$ cat src/rtl/ds_mem_steer.sv
module ds_mem_steer #(
  parameter int AW        = 16,
  parameter int NW        = 8,
  parameter int XRAM_LAST = 'h2FF
) (
  input  logic          clk,
  input  logic          rst_n,
  input  logic          acc_vld,
  input  logic [1:0]    acc_kind,
  input  logic          acc_wr,
  input  logic [AW-1:0] acc_addr,
  input  logic          xram_off,
  output logic          sel_lo,
  output logic          sel_hi,
  output logic          sel_sfr,
  output logic          sel_xram,
  output logic          sel_ext,
  output logic [AW-1:0] loc_addr,
  output logic          bus_en,
  output logic          bus_rd_n,
  output logic          bus_wr_n
);
  localparam logic [1:0] K_DIR = 2'd0, K_IND = 2'd1, K_MX16 = 2'd3;
  localparam logic [AW-1:0] XTOP = AW'(XRAM_LAST);

  logic          is_mx, up, in_x;
  logic [AW-1:0] eff;

  assign is_mx = acc_kind[1];
  assign eff   = (acc_kind == K_MX16) ? acc_addr
                                      : {{(AW-NW){1'b0}}, acc_addr[NW-1:0]};
  assign up    = eff[NW-1];
  assign in_x  = !xram_off && (eff <= XTOP);

  always_ff @(posedge clk or negedge rst_n) begin
    if (!rst_n) begin
      sel_lo   <= 1'b0;
      sel_hi   <= 1'b0;
      sel_sfr  <= 1'b0;
      sel_xram <= 1'b0;
      sel_ext  <= 1'b0;
      loc_addr <= '0;
      bus_en   <= 1'b0;
      bus_rd_n <= 1'b1;
      bus_wr_n <= 1'b1;
    end else begin
      sel_lo   <= acc_vld && !is_mx && !up;
      sel_hi   <= acc_vld && (acc_kind == K_IND) && up;
      sel_sfr  <= acc_vld && (acc_kind == K_DIR) && up;
      sel_xram <= acc_vld && is_mx && in_x;
      sel_ext  <= acc_vld && is_mx && !in_x;
      loc_addr <= acc_vld ? eff : '0;
      bus_en   <= acc_vld && is_mx && !in_x;
      bus_rd_n <= !(acc_vld && is_mx && !in_x && !acc_wr);
      bus_wr_n <= !(acc_vld && is_mx && !in_x && acc_wr);
    end
  end
endmodule


$ cat config.mk
export PLATFORM = sky130hd
export DESIGN_NAME = ds_mem_steer
export DESIGN_NICKNAME = d
export VERILOG_FILES = /design/src/rtl/ds_mem_steer.sv
export SDC_FILE = /design/constraint.sdc
export NUM_CORES = 1
export LEC_CHECK = 0
export ABC_CLOCK_PERIOD_IN_PS = 900
export BUFFER_PORTS_ARGS = -buffer_cell sky130_fd_sc_hd__buf_4
export CAP_MARGIN = 30
export CORE_ASPECT_RATIO = 0.9
export CORE_MARGIN = 3
export CORE_UTILIZATION = 44
export DETAILED_ROUTE_END_ITERATION = 10
export GPL_ROUTABILITY_DRIVEN = 0
export PLACE_DENSITY_LB_ADDON = 0.25
export SLEW_MARGIN = 5
export SYNTH_ARGS = -nofsm -noshare
export SYNTH_HDL_FRONTEND = slang
export SYNTH_SLANG_ARGS = --single-unit
$ cat constraint.sdc
create_clock -name clk -period 0.9 [get_ports clk]
set_input_delay 0.18 -clock clk [delete_from_list [all_inputs] [get_ports clk]]
set_output_delay 0.18 -clock clk [all_outputs]
set_load 0.05 [all_outputs]
==> reports/results.txt, run 1 <==
ordered list of cells on the worst path - buf_8
sequential fraction of the synthesis area - 73.1%
Area Overhead vs Synth - 65.8%
post-synthesis register bit count - 23
Post-DRT Antenna Nets - 0
Data required, critical path - 0.72 ns
Yosys top cell area share - 66.5%
most common cell in the netlist - dfrtp_1
Min-Delay Path Class - in -> reg
total nets after synthesis - 80
post-route worst hold slack - 0.0332 ns
routed vias - 635
most instantiated cells after synthesis - 21 x dfrtp_1, 14 x and2_1, 4 x nand2_1
count of flip-flops with a built-in enable after synthesis - 0
post-synthesis cell area - 791 um2
final design utilization - 84.0%
initial antenna violation count - 0
top area cells in the synthesized netlist - dfrtp_1 66%, and2_1 11%, dfstp_2 6.6%, nor4_4 2.7%, nand2_1 1.9%
vias in the first global route - 675
CTS buffer count - 3
fraction of final layout cells with drive strength greater than 1 - 51.4%
Die H - 46.2 um
wire length per cell after detailed routing - 15.3 um
global-route total usage across every layer - 19.8%
final setup slack of the worst path - -0.295 ns
switching power of the nets - 0.577 mW
number of port buffers - 46
run status - complete, but fails checks
slew margin rel. - 80.6%
final hold violation count - 0
area leader, netlist - dfrtp_1
area used by sequential logic in the layout - 579 um2
max-capacitance violation count - 0
Die Outline Area - 2340 um2
part of the power in the clock network - 24.3%
design internal power - 1.42 mW
Warnings, synthesis - 0
buffers inserted by post-CTS timing repair - 0
fraction of synthesis flops using an asynchronous set or reset pin - 100%
detailed-routing iteration count for the pre-antenna-repair pass - 4
Arr. time, crit path - 1.02 ns
minimum clock period after layout - 1.20 ns
cell with the largest stage delay on the worst path - dfstp_2
Tightest Pin Transition - 0.289 ns
number of buffers on the longest clock path - 2
Clock Tree Root - clkbuf_4
total I/O pin count - 47
Syn Inst Count - 57
detailed-route vias per instance - 4.85
placed wire-length estimate - 1320 um
Lkg Pwr - 0.668 nW
RSZ-0062 raised after global routing - true
startpoint kind of the worst setup timing path - flop
initial core utilization - 50.6%
first-pass GRT wire length - 3170 um
peak supply drop - 1030 uV
total area of multi-input combinational cells - 196 um2
number of filler instances in the final layout - 85
Max Slew Vio Count - 0
Worst-path clk slew - 0.13 ns
power density over the cells - 1530 nW/um2
number of diodes added for antenna fixing - 0
Top FF cell, synth - dfrtp_1
number of sinks on the clock net - 23
Tcrit/Tclk final - 133%
FP Rows - 13
stage delay of the slowest cell on the critical path - 0.56 ns
combinational share of power - 21.0%
Iter 0 DRT Violations - 2
Worst Setup End Kind - output port
number of levels in the clock H-tree - 1
total core area - 1560 um2
DRC Markers - 0
net count reported at finish - 133
maximum number of pins on one net before global-route repair - 24
TritonCTS clock tree - yes
cell family with the largest share of critical-path delay - flip-flops
WP buf/inv - 1
largest fanout of any net on the critical path - 1
Switching Share - 28.8%
horizontal extent of the die - 50.7 um
Avg Inst Size Synth - 13.9 um2
# setup viols final - 24
residual overflow from global routing - 0
start-to-end type of the worst setup path - reg -> out
highest clock rate - 837 MHz
violated checks - negative setup slack
post-detailed-routing wire length - 2000 um
portion of total power attributed to sequential cells - 54.7%
number of distinct library cells after synthesis - 16
sequential cells by signal, summed over array words and instances (netlist names):
register,count
bus_rd_n,1
bus_en,1
bus_wr_n,1
sel_lo,1
sel_xram,1
loc_addr,16
sel_hi,1
sel_sfr,1
area by class of cell:
| cell class | instances | share of cell area (%) |
|---|---|---|
| clock buffers | 4 | 2.00 |
| inverters | 1 | 0.286 |
| multi-input cells | 31 | 15.0 |
| flip-flops and latches | 23 | 44.2 |
| well taps | 22 | 2.10 |
| repair buffers | 50 | 36.5 |
final timing paths:
path	end	startpoint	cells past startpoint	slack [ns]
max in group asynchronous	bus_wr_n	rst_n	2	0.34
worst max-delay path	bus_rd_n	bus_rd_n	1	-0.30
worst min-delay path	sel_lo	acc_addr[7]	2	0.03
min in group asynchronous	sel_hi	rst_n	2	0.28
layout by cell type, fill, tap and decap left out:
master | Yosys | routed
buf_4 | 1 | 24
buf_6 | 0 | 22
dfrtp_1 | 21 | 20
and2_1 | 14 | 14
nand2_1 | 4 | 4
clkbuf_4 | 0 | 3
nor3b_1 | 2 | 2
nor3_1 | 2 | 2
nor2_1 | 2 | 2
a31oi_1 | 2 | 2
dfstp_2 | 2 | 2
dlygate4sd3_1 | 0 | 2
buf_8 | 0 | 2
and3_1 | 1 | 1
and2_2 | 1 | 1
inv_1 | 1 | 1
nor4_4 | 1 | 1
o211ai_1 | 1 | 1
nand2b_1 | 1 | 1
dfrtp_2 | 0 | 1
clkbuf_1 | 0 | 1
layer usage:
metal / GRT usage, % / part of all wire (%)
met1: 20.5 / 34
met2: 36.5 / 53
met3: 5.83 / 9.1
met4: 11.3 / 3.6
met5: 0 / 0
logic make-up (layout without fill, tap and decap cells):
| family | after synthesis | after routing | synth area share [%] |
|---|---|---|---|
| AO/OA/AOI/OAI | 3 | 3 | 2.53 |
| buffers and inverters | 3 | 55 | 2.06 |
| flip-flops | 23 | 23 | 73.1 |
| AND/OR/NAND/NOR | 28 | 28 | 22.3 |
power by group through the flow:
stage,Sequential [mW],Combinational (mW),Clock [mW]
after global routing,1.10,0.442,0.528
after CTS,1.09,0.419,0.476
after global placement,1.10,0.375,0
after detailed placement,1.10,0.384,0
final,1.10,0.420,0.486
after floorplan,1.24,0.0577,0
per-stage QoR:
stage / setup TNS (ns) / std cells / total power, mW / area, um2 / setup WS (ns)
6_report: -3.88 / 131 / 2.00 / 1310 / -0.295
5_1_grt: -4.57 / 131 / 2.07 / 1310 / -0.312
4_1_cts: -3.69 / 131 / 1.99 / 1310 / -0.287
3_5_place_dp: -0.0204 / 125 / 1.49 / 1170 / -0.0127
3_3_place_gp: 0 / 125 / 1.48 / 1170 / 0.0150
2_1_floorplan: 0 / 57 / 1.30 / 796 / 0.0153
repair_timing:
| item | in CTS | in global routing |
|---|---|---|
| hold endpoints to repair | 24 | 0 |
| resized for setup | 26 | 0 |
| endpoints found under the setup margin | 24 | 24 |
| hold buffers | 2 | 0 |
Note: power is estimated with default switching activity, not from simulation.
==> run 2: changes to the inputs <==
Settings changed: ABC_CLOCK_PERIOD_IN_PS 900 to 1100, CORE_UTILIZATION 44 to 41.
Clock period 0.9 ns to 1.1 ns, I/O delays scaled along.
==> reports/results.txt, run 2 (synthesis results as in run 1) <==
global-route total usage across every layer - 13.9% (-5.9 points)
design internal power - 1.16 mW (-19%)
fraction of final layout cells with drive strength greater than 1 - 50.9% (-0.43 points)
residual overflow from global routing - 0 (unchanged)
total core area - 1750 um2 (+12%)
DRC Markers - 0 (unchanged)
Clock Tree Root - clkbuf_4
TritonCTS clock tree - yes
number of filler instances in the final layout - 116 (+36%)
detailed-routing iteration count for the pre-antenna-repair pass - 2 (-2)
switching power of the nets - 0.436 mW (-24%)
combinational share of power - 20.6% (-0.4 points)
peak supply drop - 885 uV (-14%)
Tcrit/Tclk final - 111%
final design utilization - 73.6% (-10 points)
flip-flop count of the largest register after layout - 16 (unchanged)
cell family with the largest share of critical-path delay - flip-flops
number of levels in the clock H-tree - 1 (unchanged)
post-detailed-routing wire length - 1600 um (-20%)
part of the power in the clock network - 23.3% (-1.0 points)
number of port buffers - 46 (unchanged)
final design area excluding fillers - 1290 um2 (-1.7%)
Final TNS setup - -0.234 ns (+3.65 ns)
capture point of the worst path - bus_rd_n
portion of total power attributed to sequential cells - 56.1% (+1.4 points)
Iter 0 DRT Violations - 2 (unchanged)
first-pass GRT wire length - 2410 um (-24%)
WP buf/inv - 1 (unchanged)
Post-DRT Antenna Nets - 0 (unchanged)
post-layout power - 1.59 mW (-20%)
final setup slack of the worst path - -0.124 ns (+0.171 ns)
number of logic stages on the critical path including buffering - 1 (unchanged)
Tightest Pin Transition - 0.290 ns (+0.000816 ns)
routed vias - 571 (-10%)
cell with the largest stage delay on the worst path - dfstp_2
Switching Share - 27.3% (-1.5 points)
final hold violation count - 0 (unchanged)
commonest cells after routing, fill and taps aside - 22 x buf_4, 22 x buf_6, 20 x dfrtp_1
slew margin rel. - 80.6% (about the same)
FP Rows - 14 (+1)
run status - complete, but fails checks
initial core utilization - 45.1% (-5.5 points)
highest clock rate - 817 MHz
number of buffers on the longest clock path - 2 (unchanged)
violated checks - negative setup slack
launching element of the worst setup path - bus_rd_n
Die Outline Area - 2490 um2 (+6.4%)
minimum clock period after layout - 1.22 ns
wire length per cell after detailed routing - 12.3 um (-19%)
Min-Delay Path Class - in -> reg
startpoint kind of the worst setup timing path - flop
number of diodes added for antenna fixing - 0 (unchanged)
Worst Setup End Kind - output port
maximum number of pins on one net before global-route repair - 24 (unchanged)
Max Slew Vio Count - 0 (unchanged)
# setup viols final - 4 (-83%)
RSZ-0062 raised after global routing - true
CTS buffer count - 3 (unchanged)
largest fanout of any net on the critical path - 1 (unchanged)
most flop-heavy register - loc_addr
stage delay of the slowest cell on the critical path - 0.56 ns (about the same)
post-route worst hold slack - 0.0379 ns (+0.00476 ns)
placed wire-length estimate - 1200 um (-8.4%)
total I/O pin count - 47 (unchanged)
initial antenna violation count - 0 (unchanged)
Lkg Pwr - 0.654 nW (-2.1%)
start-to-end type of the worst setup path - reg -> out
net count reported at finish - 130 (-2.3%)
vias in the first global route - 536 (-21%)
Die H - 47.7 um (+3.1%)
total placed instance area - 1150 um2 (-1.1%)
Worst-path clk slew - 0.12 ns (about the same)
ordered list of cells on the worst path - buf_8
horizontal extent of the die - 52.3 um (+3.2%)
Area Overhead vs Synth - 63.0%
Arr. time, crit path - 1.00 ns (-0.02 ns)
detailed-route vias per instance - 4.39 (-9.4%)
number of sinks on the clock net - 23 (unchanged)
Data required, critical path - 0.88 ns (+0.16 ns)
power density over the cells - 1240 nW/um2 (-19%)
max-capacitance violation count - 0 (unchanged)
==> run 2: cell types whose count changed in the layout (fill, tap and decap cells not counted) <==
cell,delta
buf_4,-2
dlygate4sd3_1,-1
==> run 2: power groups by stage <==
stage | combinational, mW | sequential (mW) | clock, mW
5_1_grt | 0.350 | 0.897 | 0.428
2_1_floorplan | 0.0460 | 1.02 | 0
6_report | 0.329 | 0.894 | 0.371
4_1_cts | 0.319 | 0.890 | 0.389
3_5_place_dp | 0.306 | 0.903 | 0
3_3_place_gp | 0.304 | 0.903 | 0
==> run 2: timing repair <==
action | in CTS | in global routing
pin swaps | 0 | 0
hold endpoints to repair | 21 | 0
cloned | 0 | 0
gates resized for setup | 11 | 15
endpoints found under the setup margin | 9 | 24
buffers inserted | 0 | 0
hold buffers | 1 | 0
==> run 2: area by class of cell <==
class                   instances  area, um2  share of cell area (%)
clock buffers                   4       26.3                    2.04
inverters                       1       3.75                   0.291
multi-input cells              31        196                    15.2
flip-flops and latches         23        579                    45.0
well taps                      24       30.0                    2.33
repair buffers                 47        453                    35.1
==> run 2: through the flow <==
stage	setup slack (ns)	cells
after global placement	0.184	125
after floorplan	0.136	57
after CTS	-0.143	130
after global routing	-0.163	130
after detailed placement	0.127	125
final	-0.124	130
==> run 2: worst min-delay path by stage <==
stage,start,end,slack (ns),depth (start not counted)
CTS,acc_wr,bus_wr_n,0.03,2
floorplan,rst_n,bus_en,-0.08,0
detailed placement,rst_n,loc_addr[4],0.13,1
finish,acc_wr,bus_wr_n,0.04,2
global route,acc_wr,bus_wr_n,0.02,2
global placement,rst_n,loc_addr[4],0.12,1
==> run 2: per-layer routing <==
layer / track usage [%] / share of wire, % / up-vias
met5: 0 / 0 / -
met4: 9.18 / 0.63 / 0
met3: 4.05 / 10 / 2
met2: 21.0 / 50 / 27
met1: 17.6 / 39 / 259
li1: - / - / 283
==> run 3: changes to the inputs <==
Settings changed: CORE_MARGIN 3 to default, TNS_END_PERCENT from default to 50.
==> reports/results.txt, run 3 (synthesis results as in run 1) <==
run status - complete, but fails checks
violated checks - negative setup slack
ordered list of cells on the worst path - buf_8
maximum number of pins on one net before global-route repair - 24 (unchanged)
post-route worst hold slack - 0.0378 ns (-0.0000916 ns)
Post-DRT Antenna Nets - 0 (unchanged)
DRC Markers - 0 (unchanged)
post-detailed-routing wire length - 1730 um (+7.9%)
total area of multi-input combinational cells - 196 um2 (unchanged)
Place WS - 0.141 ns (+0.0141 ns)
vias in the first global route - 588 (+9.7%)
most flop-heavy register - loc_addr
Tightest Pin Transition - 0.286 ns (-0.00388 ns)
number of buffers on the longest clock path - 2 (unchanged)
residual overflow from global routing - 0 (unchanged)
first-pass GRT wire length - 2670 um (+11%)
area used by sequential logic in the layout - 579 um2 (unchanged)
final hold violation count - 0 (unchanged)
Worst Setup End Kind - output port
final design utilization - 74.4% (+0.82 points)
detailed-route vias per instance - 4.40 (+0.18%)
Worst-path clk slew - 0.12 ns (about the same)
total I/O pin count - 47 (unchanged)
routed vias - 572 (+0.18%)
placed wire-length estimate - 1270 um (+5.4%)
post-layout power - 1.60 mW (+0.66%)
Max Slew Vio Count - 0 (unchanged)
global-route total usage across every layer - 18.6% (+4.7 points)
net count reported at finish - 130 (unchanged)
CTS buffer count - 3 (unchanged)
fraction of final layout cells with drive strength greater than 1 - 51.9% (+0.94 points)
Die Outline Area - 2110 um2 (-15%)
detailed-routing iteration count for the pre-antenna-repair pass - 3 (+1)
power density over the cells - 1240 nW/um2 (+0.56%)
flip-flop count of the largest register after layout - 16 (unchanged)
wire length per cell after detailed routing - 13.3 um (+7.9%)
number of port buffers - 46 (unchanged)
initial antenna violation count - 0 (unchanged)
slew margin rel. - 80.9% (+0.35 points)
Min-Delay Path Class - in -> reg
largest fanout of any net on the critical path - 1 (unchanged)
number of sinks on the clock net - 23 (unchanged)
initial core utilization - 45.6% (+0.46 points)
RSZ-0062 raised after global routing - true
FP Rows - 14 (unchanged)
final setup slack of the worst path - -0.131 ns (-0.00701 ns)
highest clock rate - 812 MHz (-0.57%)
Lkg Pwr - 0.657 nW (+0.42%)
Final TNS setup - -0.294 ns (-0.0604 ns)
TritonCTS clock tree - yes
max-capacitance violation count - 0 (unchanged)
Tcrit/Tclk final - 112% (+0.64 points)
stage delay of the slowest cell on the critical path - 0.57 ns (about the same)
Area Overhead vs Synth - 63.1% (about the same)
buffers inserted by post-CTS timing repair - 0 (unchanged)
Iter 0 DRT Violations - 4 (+2)
Data required, critical path - 0.88 ns (about the same)
peak supply drop - 876 uV (-1.1%)
WP buf/inv - 1 (unchanged)
Die H - 43.7 um (-8.4%)
# setup viols final - 4 (unchanged)
total core area - 1730 um2 (-1.0%)
number of diodes added for antenna fixing - 0 (unchanged)
cell family with the largest share of critical-path delay - flip-flops
commonest cells after routing, fill and taps aside - 22 x buf_4, 22 x buf_6, 20 x dfrtp_1
number of filler instances in the final layout - 125 (+7.8%)
start-to-end type of the worst setup path - reg -> out
cell with the largest stage delay on the worst path - dfstp_2
number of levels in the clock H-tree - 1 (unchanged)
minimum clock period after layout - 1.23 ns (+0.00701 ns)
horizontal extent of the die - 48.3 um (-7.6%)
Arr. time, crit path - 1.01 ns (about the same)
Clock Tree Root - clkbuf_4
startpoint kind of the worst setup timing path - flop
## run 3: cell types whose count changed in the layout (fill, tap and decap cells not counted)
cell	change
clkbuf_1	-1
clkinv_2	+1
## run 3: cell type report
class / instances / share of cell area [%]
Sequential cell: 23 / 44.9
Inverter: 1 / 0.291
Multi-Input combinational cell: 31 / 15.2
Clock inverter: 1 / 0.388
Timing Repair Buffer: 47 / 35.1
Tap cell: 24 / 2.33
Clock buffer: 3 / 1.75
## run 3: timing repair
item,4_1_cts,5_1_grt
hold buffers,1,0
endpoints found under the hold margin,21,0
pin swaps,0,0
resized for setup,13,13
setup endpoints to repair,11,23
## run 3: per-stage QoR
| stage | instance area (um2) | cells |
|---|---|---|
| detailed placement | 1150 | 125 |
| CTS | 1240 | 130 |
| floorplan | 792 | 57 |
| finish | 1290 | 130 |
| global placement | 1150 | 125 |
| global route | 1290 | 130 |
## run 3: routing by layer
metal / up-vias / wire (um) / GRT usage, %
li1: 279 / - / -
met1: 265 / 716 / 24.2
met2: 26 / 902 / 29.9
met3: 2 / 93 / 4.17
met4: 0 / 12 / 6.67
met5: - / 0 / 0
## run 3: worst paths after layout
check | start | endpoint | slack [ns] | depth (start not counted)
setup / recovery | bus_wr_n | bus_wr_n | -0.13 | 1
hold / removal | acc_wr | bus_wr_n | 0.04 | 2
max in group asynchronous | rst_n | bus_rd_n | 0.49 | 2
min in group asynchronous | rst_n | loc_addr[1] | 0.33 | 2
## run 3: where the power goes
group	switching [mW]	internal (mW)	total, mW
clock	0.241	0.135	0.377
sequential	0.0165	0.879	0.895
combinational	0.194	0.138	0.332
total	0.452	1.15	1.60
